===== src/rtl/scu_pkg.sv =====
package scu_pkg;

    localparam int PAR_MAX_W = 32;

    typedef enum logic [1:0] {
        TXS_IDLE,
        TXS_SEND,
        TXS_GUARD
    } tx_state_e;

    typedef enum logic [1:0] {
        RXS_IDLE,
        RXS_START,
        RXS_BITS,
        RXS_TAIL
    } rx_state_e;

    // 1 when the vector holds an odd number of ones
    function automatic logic odd_ones(input logic [PAR_MAX_W-1:0] v);
        return ^v;
    endfunction

endpackage


===== src/rtl/scu_sync.sv =====
module scu_sync #(
    parameter int STAGES = 2
) (
    input  logic clk,
    input  logic rst,
    input  logic d,
    output logic q
);
    logic [STAGES-1:0] stage_q;

    always_ff @(posedge clk) begin
        if (rst) stage_q <= '1;
        else     stage_q <= {stage_q[STAGES-2:0], d};
    end

    assign q = stage_q[STAGES-1];
endmodule


===== src/rtl/scu_tx.sv =====
module scu_tx
    import scu_pkg::*;
#(
    parameter int DATA_W = 8,
    parameter int CNT_W  = 13
) (
    input  logic              clk,
    input  logic              rst,
    input  logic [CNT_W-1:0]  bit_per,
    input  logic [CNT_W-1:0]  bit_half,
    input  logic              wr_en,
    input  logic [DATA_W-1:0] wr_data,
    input  logic              rx_busy,
    input  logic              line_s,
    input  logic              irq_ack,
    output logic              line_drv,
    output logic              buf_empty,
    output logic              shift_empty,
    output logic              ack_level,
    output logic              irq
);
    localparam int FRAME_W  = DATA_W + 2;          // data, parity, stop
    localparam int STOP_IDX = DATA_W + 2;          // bits before stop: start, data, parity
    localparam int IDX_W    = $clog2(DATA_W + 3);

    tx_state_e          state;
    logic [DATA_W-1:0]  hold;
    logic               hold_vld;
    logic [FRAME_W-1:0] frame;
    logic [CNT_W-1:0]   cnt;
    logic [IDX_W-1:0]   idx;
    logic               bit_end;
    logic               stop_mid;

    assign bit_end  = (cnt == bit_per - 1'b1);
    assign stop_mid = (idx == IDX_W'(STOP_IDX)) && (cnt == bit_half - 1'b1);

    always_ff @(posedge clk) begin
        if (rst) begin
            state       <= TXS_IDLE;
            hold        <= '0;
            hold_vld    <= 1'b0;
            frame       <= '1;
            cnt         <= '0;
            idx         <= '0;
            line_drv    <= 1'b1;
            buf_empty   <= 1'b1;
            shift_empty <= 1'b1;
            ack_level   <= 1'b1;
            irq         <= 1'b0;
        end else begin
            if (irq_ack) irq <= 1'b0;

            unique case (state)
                TXS_IDLE: begin
                    if (hold_vld && !rx_busy) begin
                        state       <= TXS_SEND;
                        frame       <= {1'b1, odd_ones(PAR_MAX_W'(hold)), hold};
                        line_drv    <= 1'b0;
                        cnt         <= '0;
                        idx         <= '0;
                        shift_empty <= 1'b0;
                        hold_vld    <= 1'b0;
                        buf_empty   <= 1'b1;
                    end
                end
                TXS_SEND: begin
                    if (stop_mid) begin
                        ack_level   <= line_s;
                        irq         <= 1'b1;
                        shift_empty <= 1'b1;
                        state       <= TXS_GUARD;
                        cnt         <= cnt + 1'b1;
                    end else if (bit_end) begin
                        cnt      <= '0;
                        line_drv <= frame[0];
                        frame    <= {1'b1, frame[FRAME_W-1:1]};
                        idx      <= idx + 1'b1;
                    end else begin
                        cnt <= cnt + 1'b1;
                    end
                end
                TXS_GUARD: begin
                    // finish the stop bit before another frame may start
                    if (bit_end) state <= TXS_IDLE;
                    else         cnt   <= cnt + 1'b1;
                end
                default: state <= TXS_IDLE;
            endcase

            // a write lands after any transfer in the same cycle
            if (wr_en) begin
                hold      <= wr_data;
                hold_vld  <= 1'b1;
                buf_empty <= 1'b0;
            end
        end
    end
endmodule


===== src/rtl/scu_rx.sv =====
module scu_rx
    import scu_pkg::*;
#(
    parameter int DATA_W = 8,
    parameter int CNT_W  = 13
) (
    input  logic              clk,
    input  logic              rst,
    input  logic [CNT_W-1:0]  bit_per,
    input  logic [CNT_W-1:0]  bit_half,
    input  logic              line_s,
    input  logic              enable,
    input  logic              rd_en,
    input  logic              irq_ack,
    output logic              busy,
    output logic [DATA_W-1:0] rd_data,
    output logic              done,
    output logic              perr,
    output logic              irq,
    output logic              err_drv
);
    localparam int IDX_W = $clog2(DATA_W + 1);

    rx_state_e        state;
    logic             line_prev;
    logic [DATA_W:0]  shift;      // parity in the top bit once full
    logic [CNT_W-1:0] cnt;
    logic [IDX_W-1:0] idx;
    logic             bad_par;

    assign busy    = (state != RXS_IDLE);
    assign bad_par = odd_ones(PAR_MAX_W'(shift));

    always_ff @(posedge clk) begin
        if (rst) begin
            state     <= RXS_IDLE;
            line_prev <= 1'b1;
            shift     <= '0;
            cnt       <= '0;
            idx       <= '0;
            rd_data   <= '0;
            done      <= 1'b0;
            perr      <= 1'b0;
            irq       <= 1'b0;
            err_drv   <= 1'b1;
        end else begin
            line_prev <= line_s;
            if (rd_en)   done <= 1'b0;
            if (irq_ack) irq  <= 1'b0;

            unique case (state)
                RXS_IDLE: begin
                    if (enable && line_prev && !line_s) begin
                        state <= RXS_START;
                        cnt   <= '0;
                    end
                end
                RXS_START: begin
                    if (cnt == bit_half - 1'b1) begin
                        cnt <= '0;
                        idx <= '0;
                        state <= line_s ? RXS_IDLE : RXS_BITS;
                    end else begin
                        cnt <= cnt + 1'b1;
                    end
                end
                RXS_BITS: begin
                    if (cnt == bit_per - 1'b1) begin
                        shift <= {line_s, shift[DATA_W:1]};
                        cnt   <= '0;
                        if (idx == IDX_W'(DATA_W)) state <= RXS_TAIL;
                        else                       idx   <= idx + 1'b1;
                    end else begin
                        cnt <= cnt + 1'b1;
                    end
                end
                RXS_TAIL: begin
                    // cnt runs from the parity sample to the end of the stop slot
                    cnt <= cnt + 1'b1;
                    if (cnt == bit_half - 1'b1 && bad_par) err_drv <= 1'b0;
                    if (cnt == bit_per - 1'b1) begin
                        done    <= 1'b1;
                        irq     <= 1'b1;
                        rd_data <= shift[DATA_W-1:0];
                        perr    <= bad_par;
                    end
                    if (cnt == bit_per + bit_half - 1'b1) begin
                        err_drv <= 1'b1;
                        state   <= RXS_IDLE;
                    end
                end
                default: state <= RXS_IDLE;
            endcase
        end
    end
endmodule


===== src/rtl/smartcard_uart.sv =====
module smartcard_uart
    import scu_pkg::*;
#(
    parameter int DIV_W  = 8,
    parameter int DATA_W = 8
) (
    input  logic              clk,
    input  logic              rst,
    input  logic [DIV_W-1:0]  baud_div,
    input  logic              wr_en,
    input  logic [DATA_W-1:0] wr_data,
    output logic              tx_buf_empty,
    output logic              tx_shift_empty,
    output logic              tx_ack_level,
    output logic              tx_irq,
    input  logic              tx_irq_ack,
    input  logic              rd_en,
    output logic [DATA_W-1:0] rd_data,
    output logic              rx_done,
    output logic              rx_parity_err,
    output logic              rx_irq,
    input  logic              rx_irq_ack,
    input  logic              line_in,
    output logic              tx_line_drv,
    output logic              err_line_drv
);
    // 16*(n+1) plus half a bit must fit: 24 * 2^DIV_W < 2^(DIV_W+5)
    localparam int CNT_W = DIV_W + 5;

    logic [CNT_W-1:0] div_ext;
    logic [CNT_W-1:0] bit_per;
    logic [CNT_W-1:0] bit_half;
    logic             line_s;
    logic             rx_busy;

    assign div_ext  = CNT_W'(baud_div) + CNT_W'(1);
    assign bit_per  = div_ext << 4;
    assign bit_half = div_ext << 3;

    scu_sync #(.STAGES(2)) u_sync (
        .clk (clk),
        .rst (rst),
        .d   (line_in),
        .q   (line_s)
    );

    scu_tx #(.DATA_W(DATA_W), .CNT_W(CNT_W)) u_tx (
        .clk         (clk),
        .rst         (rst),
        .bit_per     (bit_per),
        .bit_half    (bit_half),
        .wr_en       (wr_en),
        .wr_data     (wr_data),
        .rx_busy     (rx_busy),
        .line_s      (line_s),
        .irq_ack     (tx_irq_ack),
        .line_drv    (tx_line_drv),
        .buf_empty   (tx_buf_empty),
        .shift_empty (tx_shift_empty),
        .ack_level   (tx_ack_level),
        .irq         (tx_irq)
    );

    scu_rx #(.DATA_W(DATA_W), .CNT_W(CNT_W)) u_rx (
        .clk      (clk),
        .rst      (rst),
        .bit_per  (bit_per),
        .bit_half (bit_half),
        .line_s   (line_s),
        .enable   (tx_shift_empty),
        .rd_en    (rd_en),
        .irq_ack  (rx_irq_ack),
        .busy     (rx_busy),
        .rd_data  (rd_data),
        .done     (rx_done),
        .perr     (rx_parity_err),
        .irq      (rx_irq),
        .err_drv  (err_line_drv)
    );
endmodule


===== config.mk =====
export PLATFORM = sky130hd
export DESIGN_NAME = smartcard_uart
export DESIGN_NICKNAME = d
export VERILOG_FILES = /design/src/rtl/scu_pkg.sv /design/src/rtl/scu_sync.sv /design/src/rtl/scu_tx.sv /design/src/rtl/scu_rx.sv /design/src/rtl/smartcard_uart.sv
export SDC_FILE = /design/constraint.sdc
export NUM_CORES = 1
export LEC_CHECK = 0
export ABC_AREA = 1
export CORE_MARGIN = 2
export CORE_UTILIZATION = 40
export DETAILED_ROUTE_END_ITERATION = 10
export DONT_BUFFER_PORTS = 1
export REMOVE_ABC_BUFFERS = 1
export SETUP_SLACK_MARGIN = 0.2
export SLEW_MARGIN = 15
export SYNTH_ARGS = -nofsm -noshare
export SYNTH_HDL_FRONTEND = slang
export SYNTH_SLANG_ARGS = --single-unit
export TNS_END_PERCENT = 10

===== constraint.sdc =====
create_clock -name clk -period 2.52 [get_ports clk]
set_input_delay 0 -clock clk [delete_from_list [all_inputs] [get_ports clk]]
set_output_delay 0 -clock clk [all_outputs]
set_load 0.02 [all_outputs]

==> reports/summary.txt, run 1 <==
DRT iter0 DRCs: 344
Distinct cell type count after synthesis: 43
Number of buffers created by CTS: 9
Max Slew Vio Count: 0
Final hold vios: 0
Initial cell density of the core: 41.1%
Critical path type: reg2reg
Syn_area_per_cell: 6.39 um^2
Top_reg_cell synth: dfxtp_1
Port bufs: 0
Register-to-Register Path Depth: 16
Clk root buf: clkbuf_16
Remaining DRCs: 0
CP startpoint kind: flip-flop
Leakage: 3.28 nW
Status: complete, no violations
Grt ovf: 0
Placed cell areas: 6560 um^2
Slowest stage delay, CP: 0.37 ns
WL final: 15,500 um
Clock skew: 0.00687 ns
Fmax: 0.457 GHz
Sw Ratio: 38.5%
Max cap viols: 0
CP dominant cell by count: nor2_2
Initial antenna violation count: 0
Clock Sinks: 85
Crit end category: flip-flop
Arr. time, crit path: 2.47 ns
Tmin final: 2.19 ns
Crit-path slowest cell: dfxtp_4
Asr flop ratio synth: 0%
CORE AREA: 14,600 um^2
Die area: 16,000 um^2
Sw Pwr: 0.00176 W
Worst Hold Path EP: u_tx.buf_empty$_SDFFE_PP1P_
Clock buffer depth: 2
EDFF count, synth: 0
Reg2reg start: u_tx.cnt[0]$_SDFFE_PP0P_
Seq/Total Area, Yosys: 28.4%
Clk pwr share: 27.7%
Antenna diodes: 0
Final Cycle Share: 86.9%
Worst hold path startpoint: wr_en
Routed vias/inst: 4.92
H-tree depth: 3
Synthesized flop and latch total: 85
Num rows: 44
Layout area overhead: 23.6%
Average routed wire per standard cell: 12.9 um
FF-to-FF setup slack: 0.33 ns
Post-route insts no fill: 1,201
Die X: 126 um
Syn Inst Count: 939
GPL Wtd Cong: 0.864
Tightest Pin Transition: 0.574 ns
Final Util: 50.8%
Vias post-DR: 5,914
Sequential power share: 34.8%
Hold WS: 0.0172 ns
Hold Path Cell Cnt: 3
Worst-Skew Late Latency: 0.35 ns
First-pass GRT wire length: 26,200 um
CP bufs+invs: 1
Dpl hpwl: 11,000 um
Worst vdd ir: 0.283 mV
FF-to-FF End: u_tx.idx[2]$_SDFFE_PP0P_
P per Cell Area: 617 nW/um^2
Post-DRT Antenna Nets: 0
GR Util All Layers: 19.6%
Pre-Repair DR Iteration Count: 5
Share of cells above drive strength 1: 19.1%
# setup viols final: 0
Post-route design area: 7410 um^2
CTS tree: yes
Sum Neg Setup Slack: 0 ns
Slew headroom: 61.6%
Largest net degree at the start of global routing: 36
Post-Place Cells: 1,156
Cell-internal power: 0.00281 W
Die Y: 126 um
Vias in the first global route: 5,542
Fin nets: 1,060
Crit path required time: 2.80 ns
Family with the most delay on the worst path: simple AND/OR/NAND/NOR gates
Number of synthesis warnings: 0
Logic pwr share: 37.5%
Hold crit path type: in2reg
I/O pins: 40
Crit Path Max Fanout: 6
Netlist Area Pre-Place: 6000 um^2
Worst-path clk slew: 0.06 ns
Worst path cell trace: ha_4 -> nand2_2 -> nor2_2 -> nand3_1 -> nor2_2 -> nand3_1 -> nor2_1 -> nand2_1 -> nor2_2 -> nand2_2 -> nor2_4 -> nand2_4 -> nand2_8 -> buf_6 -> nand4_1 -> a21oi_2
RSZ-0062 raised after global routing: yes
[power groups by stage]
stage | clock [W] | sequential [W] | combinational (W)
6_report | 0.00127 | 0.00159 | 0.00172
5_1_grt | 0.00134 | 0.00161 | 0.00195
4_1_cts | 0.00130 | 0.00157 | 0.00154
3_5_place_dp | 0 | 0.00160 | 0.00149
3_3_place_gp | 0 | 0.00160 | 0.00149
2_1_floorplan | 0 | 0.00158 | 0.00102
[per-stage QoR]
stage	setup WS [ns]	power, W
6_report	0.330	0.00457
5_1_grt	0.148	0.00490
4_1_cts	0.199	0.00441
3_5_place_dp	-0.199	0.00308
3_3_place_gp	-0.132	0.00308
2_1_floorplan	-0.111	0.00260
[synth_stat cells, types with 3 or more instances]
cell	count	area share [%]
a21oi_2	3	0.44
nor2_1	109	6.8
nand3_1	87	7.3
nand3b_1	6	0.75
clkbuf_1	18	1.1
o21ai_0	50	4.2
nor2_2	5	0.52
dfxtp_1	85	28
xnor2_1	17	2.5
xor2_1	16	2.3
nand4_1	24	2.5
buf_4	4	0.50
or2_2	4	0.42
a21oi_1	48	4.0
inv_1	90	5.6
nand2_1	262	16
nand3_2	9	1.5
buf_6	3	0.56
nand2_2	23	2.4
o211ai_1	4	0.50
nand2_4	6	1.1
buf_2	4	0.33
ha_1	25	5.2
o21ai_1	3	0.25
inv_2	5	0.31
nor3_1	6	0.50
[area by class of cell]
| class | count | area (um^2) |
|---|---|---|
| Clock inverter | 6 | 46.3 |
| Inverter | 98 | 370 |
| Timing Repair Buffer | 91 | 781 |
| Fill cell | 1466 | 7170 |
| Multi-Input combinational cell | 727 | 4040 |
| Clock buffer | 10 | 229 |
| Sequential cell | 85 | 1720 |
| Tap cell | 184 | 230 |
[how the worst max path moves through the flow]
stage	startpoint	endpoint	slack [ns]	cells after the start
6_report	u_tx.cnt[0]$_SDFFE_PP0P_	u_tx.idx[2]$_SDFFE_PP0P_	0.33	16
5_1_grt	u_tx.idx[0]$_SDFFE_PP0P_	u_tx.idx[1]$_SDFFE_PP0P_	0.15	16
4_1_cts	u_tx.cnt[1]$_SDFFE_PP0P_	u_tx.frame[7]$_SDFFE_PP1P_	0.20	16
3_5_place_dp	baud_div[0]	u_rx.state[0]$_SDFFE_PP0P_	-0.20	20
3_3_place_gp	baud_div[0]	u_rx.state[0]$_SDFFE_PP0P_	-0.13	20
2_1_floorplan	baud_div[0]	u_rx.state[0]$_SDFFE_PP0P_	-0.11	20
[worst register-to-register path, delay by kind of cell (launching register included)]
family	cells	cell delay, ns
and+or+nand+nor	13	1.34
DFF	1	0.37
AOI/OAI and AO/OA	1	0.17
adders and majority gates	1	0.14
buffers and inverters	1	0.13
[what timing repair did]
| action | CTS | global route |
|---|---|---|
| setup buffers | 0 | 4 |
| hold buffers | 24 | 0 |
| endpoints found under the setup margin | 23 | 69 |
| endpoints found under the hold margin | 47 | 0 |
| gates resized for setup | 2 | 75 |
| pin swaps | 0 | 33 |
| gates cloned | 0 | 1 |
[cells by family after synthesis]
| family | count (synthesis) | share of synthesized area [%] |
|---|---|---|
| xor+xnor | 34 | 5.09 |
| compound gates | 116 | 10.4 |
| fa+ha+maj | 25 | 5.21 |
| simple gates | 551 | 42.2 |
| flops | 85 | 28.4 |
| buf+inv | 128 | 8.76 |
[sequential cells by signal, indices dropped and copies added, names as in the netlist, 4 cells and up, named ones only]
signal	cells
u_rx.cnt	13
u_tx.cnt	13
u_rx.shift	9
u_tx.frame	9
u_rx.rd_data	8
u_tx.hold	8
u_rx.idx	4
u_tx.idx	4
[routing by layer]
| metal | up-vias | track usage, % | routed length, um |
|---|---|---|---|
| met2 | 64 | 32.3 | 7190 |
| met3 | 20 | 2.87 | 424 |
| met4 | 0 | 6.08 | 251 |
| met1 | 2651 | 26.6 | 7590 |
| met5 | - | 0 | 0 |
| li1 | 3179 | - | - |
[cell usage in the layout, fill, tap and decap left out, drive strengths merged, types with 2 or more instances in the layout]
cell type    instances
nor3                 6
nand3               99
dlygate4sd3         23
clkinv               4
clkinvlp             2
nor3b                2
nand4               24
xor2                17
nor2               117
xnor2               17
ha                  25
o21ai               53
buf                 68
a21oi               51
a21boi               2
clkbuf              10
o21bai               2
dfxtp               85
inv                 98
nand3b               6
o211ai               4
nand2              291
or2                  4
No activity file was read; power rests on OpenSTA's default activity.
==> run 2, diff against run 1 <==
--- a/config.mk
+++ b/config.mk
@@ -10,6 +10,7 @@
 export CORE_UTILIZATION = 40
 export DETAILED_ROUTE_END_ITERATION = 10
 export DONT_BUFFER_PORTS = 1
+export RECOVER_POWER = 25
 export REMOVE_ABC_BUFFERS = 1
 export SETUP_SLACK_MARGIN = 0.2
 export SLEW_MARGIN = 15
==> constraint.sdc (replaced) <==
create_clock -name clk -period 2.52 [get_ports clk]
set_input_delay 0 -clock clk [delete_from_list [all_inputs] [get_ports clk]]
set_output_delay 0 -clock clk [all_outputs]
set_load 0.005 [all_outputs]
==> run 2 against run 1 <==
Combinational power about the same. Clock skew down 0.0028 ns. Non-clock buffer count down 8.
==> reports/summary.txt, run 2 (synthesis gave the netlist of run 1 again) <==
Hold Path Cell Cnt: 2 (-1)
GPL Wtd Cong: 0.826 (-4.4%)
Final Cycle Share: 92.9% (+6.0 points)
FF-to-FF End: u_tx.frame[7]$_SDFFE_PP1P_
FF-to-FF setup slack: 0.18 ns (-0.15 ns)
WL final: 15,300 um (-1.2%)
Tightest Pin Transition: 0.580 ns (+0.00594 ns)
Remaining DRCs: 0 (unchanged)
Arr. time, crit path: 2.56 ns (+0.09 ns)
CORE AREA: 14,600 um^2 (unchanged)
# setup viols final: 0 (unchanged)
Initial cell density of the core: 41.1% (unchanged)
Clock Sinks: 85 (unchanged)
Crit-path slowest cell: dfxtp_2
Clk root buf: clkbuf_16
Port bufs: 0 (unchanged)
Slew headroom: 61.2% (-0.40 points)
GR Util All Layers: 19.4% (-0.20 points)
Worst setup path start: u_tx.idx[0]$_SDFFE_PP0P_
Vias post-DR: 5,877 (-0.63%)
Worst vdd ir: 0.335 mV (+18%)
Slowest stage delay, CP: 0.33 ns (-0.04 ns)
Average routed wire per standard cell: 12.8 um (-0.63%)
RSZ-0062 raised after global routing: yes
Tmin final: 2.34 ns (+0.152 ns)
CP startpoint kind: flip-flop
Max Slew Vio Count: 0 (unchanged)
Post-DRT Antenna Nets: 0 (unchanged)
Crit Path Max Fanout: 7 (+1)
Fin nets: 1,053 (-0.66%)
Worst path cell trace: inv_2 -> ha_1 -> nand3b_1 -> nor3_2 -> nand2_1 -> nor2_1 -> nand3_1 -> nor2_1 -> nand2_1 -> nor2_2 -> nand3_2 -> nand2_4 -> nand2_8 -> buf_6 -> nand4_1 -> nand3_1
Num rows: 44 (unchanged)
Die X: 126 um (unchanged)
Commonest non-fill, non-tap cells in the layout: nand2_1, nor2_1, inv_1
Max cap viols: 0 (unchanged)
Crit end category: flip-flop
Routed vias/inst: 4.92 (about the same)
Die Y: 126 um (unchanged)
P per Cell Area: 652 nW/um^2 (+5.6%)
Critical path type: reg2reg
Crit path required time: 2.74 ns (-0.06 ns)
I/O pins: 40 (unchanged)
Reg2reg start: u_tx.idx[0]$_SDFFE_PP0P_
Share of cells above drive strength 1: 18.8% (-0.26 points)
Clock skew: 0.00408 ns (-0.00278 ns)
Antenna diodes: 0 (unchanged)
Layout area overhead: 22.1%
Sum Neg Setup Slack: 0 ns (unchanged)
Vias in the first global route: 5,450 (-1.7%)
Fmax: 0.427 GHz (-6.5%)
CTS tree: yes
DRT iter0 DRCs: 331 (-3.8%)
Register-to-Register Path Depth: 16 (unchanged)
Worst-path clk slew: 0.07 ns (about the same)
Top flop regs: u_rx.cnt x13, u_tx.cnt x13
Number of buffers created by CTS: 9 (unchanged)
Initial antenna violation count: 0 (unchanged)
Post-Place Cells: 1,158 (+0.17%)
First-pass GRT wire length: 25,900 um (-0.87%)
Largest net degree at the start of global routing: 40 (+11%)
Dpl hpwl: 10,900 um (-0.76%)
Worst hold path startpoint: rst
Commonest non-fill, non-tap cell in the layout: nand2_1
Clock buffer depth: 2 (unchanged)
Worst-Skew Late Latency: 0.35 ns (about the same)
H-tree depth: 3 (unchanged)
Leakage: 3.27 nW (-0.41%)
Post-route insts no fill: 1,194 (-0.58%)
Pre-Repair DR Iteration Count: 5 (unchanged)
Die area: 16,000 um^2 (unchanged)
Hold crit path type: in2reg
Grt ovf: 0 (unchanged)
Status: complete, no violations
Worst Hold Path EP: u_rx.line_prev$_SDFF_PP1_
Final hold vios: 0 (unchanged)
run 2: report_power, final:
part           switching [W]  internal, W
combinational        0.00106     0.000641
sequential         0.0000943      0.00148
clock               0.000617     0.000883
run 2: how the worst max path moves through the flow:
| stage | end | slack, ns | depth (start not counted) |
|---|---|---|---|
| detailed placement | u_rx.state[0]$_SDFFE_PP0P_ | -0.18 | 20 |
| CTS | u_rx.state[0]$_SDFFE_PP0P_ | 0.18 | 22 |
| finish | u_tx.frame[7]$_SDFFE_PP1P_ | 0.18 | 16 |
| global placement | u_rx.state[0]$_SDFFE_PP0P_ | -0.15 | 20 |
| global route | u_tx.frame[6]$_SDFFE_PP1P_ | 0.04 | 16 |
| floorplan | u_rx.state[0]$_SDFFE_PP0P_ | -0.11 | 20 |
run 2: worst max-delay path: cells and delay by family, from the launching register on:
family / cells / cell delay [ns]
buffers and inverters: 2 / 0.21
adders and majority gates: 1 / 0.14
DFF: 1 / 0.33
and+or+nand+nor: 13 / 1.54
run 2: through the flow:
step                      utilization (%)  power, W  hold slack [ns]  cell area [um^2]  worst slack, ns
after floorplan                         -   0.00258           0.0624              5840           -0.111
after global placement               45.1   0.00308           0.0720              6570           -0.151
after detailed placement             45.1   0.00308           0.0777              6570           -0.177
after CTS                            48.5   0.00462           0.0559              7080            0.179
after global routing                 50.2   0.00510           0.0933              7320           0.0383
final                                50.2   0.00477           0.0510              7320            0.178
run 2: final cells by class:
cell class	count	area (um^2)
Clock buffer	9	225
Clock inverter	7	105
Multi-Input combinational cell	728	3990
Inverter	98	370
Timing Repair Buffer	83	694
Sequential cell	85	1710
Fill cell	1471	7260
Tap cell	184	230
run 2: routing by layer:
layer / GRT usage [%] / wire, um
met5: 0 / 0
met4: 5.43 / 231
met1: 26.6 / 7510
met2: 31.8 / 7160
met3: 3.08 / 368
run 2: repair_timing:
action | CTS | global route
cloned | 0 | 2
resized for setup | 4 | 56
hold buffers | 15 | 0
endpoints found under the hold margin | 47 | 0
setup buffers | 0 | 3
setup endpoints to repair | 21 | 70
pin swaps | 0 | 22
==> run 3, diff against run 2 <==
--- a/config.mk
+++ b/config.mk
@@ -10,6 +10,8 @@
 export CORE_UTILIZATION = 40
 export DETAILED_ROUTE_END_ITERATION = 10
 export DONT_BUFFER_PORTS = 1
+export MAX_ROUTING_LAYER = met4
+export PLACE_DENSITY = 0.54
 export RECOVER_POWER = 25
 export REMOVE_ABC_BUFFERS = 1
 export SETUP_SLACK_MARGIN = 0.2
==> run 3 against run 2 <==
Critical endpoint is now u_tx.idx[1]$_SDFFE_PP0P_. Largest power group unchanged. Largest cell class unchanged. Sequential power barely moved. Clock power fell by 3%. Power rose by 1.3%.
==> reports/summary.txt, run 3 (synthesis gave the netlist of run 1 again) <==
CTS tree: yes
Slew headroom: 61.0% (-0.21 points)
Hold WS: 0.000814 ns (-0.0502 ns)
Clk root buf: clkbuf_16
Initial cell density of the core: 41.1% (unchanged)
Status: complete, no violations
Critical path type: reg2reg
I/O pins: 40 (unchanged)
Worst vdd ir: 0.319 mV (-4.8%)
First-pass GRT wire length: 25,900 um (about the same)
# setup viols final: 0 (unchanged)
Worst setup path start: u_tx.idx[0]$_SDFFE_PP0P_
Final Cycle Share: 91.4% (-1.5 points)
Reg2reg start: u_tx.idx[0]$_SDFFE_PP0P_
Placed cell areas: 6660 um^2 (+1.3%)
WL final: 15,900 um (+4.1%)
Fin nets: 1,078 (+2.4%)
Max Slew Vio Count: 0 (unchanged)
Top flop regs: u_rx.cnt x13, u_tx.cnt x13
Crit path to: u_tx.idx[1]$_SDFFE_PP0P_
Tmin final: 2.30 ns (-0.0390 ns)
Leakage: 3.42 nW (+4.6%)
Grt ovf: 0 (unchanged)
Final hold vios: 0 (unchanged)
Number of buffers created by CTS: 9 (unchanged)
Slowest stage delay, CP: 0.33 ns (about the same)
Port bufs: 0 (unchanged)
Post-DRT Antenna Nets: 0 (unchanged)
Hold crit path type: in2reg
Sum Neg Setup Slack: 0 ns (unchanged)
Die area: 16,000 um^2 (unchanged)
Die X: 126 um (unchanged)
Worst-Skew Late Latency: 0.35 ns (about the same)
Arr. time, crit path: 2.56 ns (about the same)
Num rows: 44 (unchanged)
Pre-Repair DR Iteration Count: 7 (+2)
Die Y: 126 um (unchanged)
Register-to-Register Path Depth: 16 (unchanged)
FF-to-FF setup slack: 0.22 ns (+0.04 ns)
Crit-path slowest cell: dfxtp_2
Vias in the first global route: 5,492 (+0.77%)
Clock Sinks: 85 (unchanged)
P per Cell Area: 625 nW/um^2 (-4.2%)
Vias post-DR: 6,002 (+2.1%)
GR Util All Layers: 20.2% (+0.76 points)
Fmax: 0.434 GHz (+1.7%)
H-tree depth: 3 (unchanged)
Antenna diodes: 0 (unchanged)
Max cap viols: 0 (unchanged)
DRT iter0 DRCs: 376 (+14%)
CP dominant cell by count: nand2_1
Crit end category: flip-flop
Share of cells above drive strength 1: 22.3% (+3.5 points)
Layout area overhead: 29.1%
Clock buffer depth: 2 (unchanged)
RSZ-0062 raised after global routing: yes
FF-to-FF End: u_tx.idx[1]$_SDFFE_PP0P_
Initial antenna violation count: 0 (unchanged)
CP startpoint kind: flip-flop
Worst-path clk slew: 0.07 ns (about the same)
Commonest non-fill, non-tap cell in the layout: nand2_1
GPL Wtd Cong: 0.866 (+4.8%)
CORE AREA: 14,600 um^2 (unchanged)
Tot Pwr: 0.00484 W (+1.3%)
Dpl hpwl: 11,100 um (+2.3%)
Commonest non-fill, non-tap cells in the layout: nand2_1, nor2_1, inv_1
Remaining DRCs: 0 (unchanged)
Tightest Pin Transition: 0.584 ns (+0.00321 ns)
Crit path required time: 2.78 ns (+0.04 ns)
Worst path cell trace: inv_2 -> ha_4 -> nand3b_1 -> nor3_2 -> nand2_1 -> nor2_1 -> nand3_1 -> nor2_2 -> nand2_1 -> nor2_2 -> nand3_2 -> nand2_4 -> nand2_8 -> nand3_4 -> nand2_1 -> a21oi_1
Post-route design area: 7740 um^2 (+5.7%)
Average routed wire per standard cell: 13.0 um (+2.0%)
Routed vias/inst: 4.92 (about the same)
Crit Path Max Fanout: 8 (+1)
Clock skew: 0.0142 ns (+0.0101 ns)
Largest net degree at the start of global routing: 41 (+2.5%)
Final Util: 53.1% (+2.9 points)
==> run 3: changes by cell type in the layout (fill, tap and decap cells not counted), moves of 5 or more <==
cell,previous run,this run
nand2_2,28,40
ha_4,3,8
buf_4,64,72
dlygate4sd3_1,14,27
nand2_1,256,243
ha_1,21,14
==> run 3: area by class of cell <==
type	instances	area, um^2
fill	1437	6850
multi-input combinational	727	4140
sequential	85	1710
timing repair buffer	109	973
inverter	98	370
tap	184	230
clock buffer	10	229
clock inverter	6	96.3
==> run 3: timing repair <==
action / CTS / global route
setup endpoints to repair: 55 / 69
hold buffers: 23 / 5
hold endpoints to repair: 47 / 33
resized for setup: 6 / 94
pin swaps: 0 / 45
setup buffers: 0 / 6
cloned: 0 / 3
==> run 3: worst min path at each step <==
stage	from	endpoint	slack, ns	cells after the start
after global routing	wr_en	u_tx.buf_empty$_SDFFE_PP1P_	0.06	3
after CTS	rst	u_rx.done$_SDFF_PP0_	-0.30	1
after global placement	rst	u_rx.done$_SDFF_PP0_	0.07	1
final	wr_en	u_tx.buf_empty$_SDFFE_PP1P_	0.0008	3
after floorplan	rst	u_tx.cnt[11]$_SDFFE_PP0P_	0.06	1
after detailed placement	rst	u_rx.cnt[11]$_SDFFE_PP0N_	0.08	1
==> run 3: critical path, delay by kind of cell, from the launching register on <==
kind	cells	cell delay (ns)
simple gates	13	1.53
buf+inv	1	0.08
compound gates	1	0.16
flops	1	0.33
fa+ha+maj	1	0.12
==> run 3: metrics by stage <==
stage | setup slack, ns | cells
6_report | 0.217 | 1219
5_1_grt | 0.0173 | 1219
4_1_cts | 0.167 | 1205
3_5_place_dp | -0.194 | 1166
3_3_place_gp | -0.131 | 1166
2_1_floorplan | -0.111 | 909
==> run 3: per-layer routing <==
layer	track usage (%)	up-vias	share of wire [%]
met5	-	-	0
met1	26.8	2715	49
met3	3.54	19	2.9
met4	5.43	0	1.4
li1	-	3209	-
met2	31.8	59	47
==> run 3: power by group <==
part	switching, W	internal, W	total, W
Clock	0.000580	0.000879	0.00146
Sequential	0.0000915	0.00148	0.00157
Combinational	0.00109	0.000720	0.00181
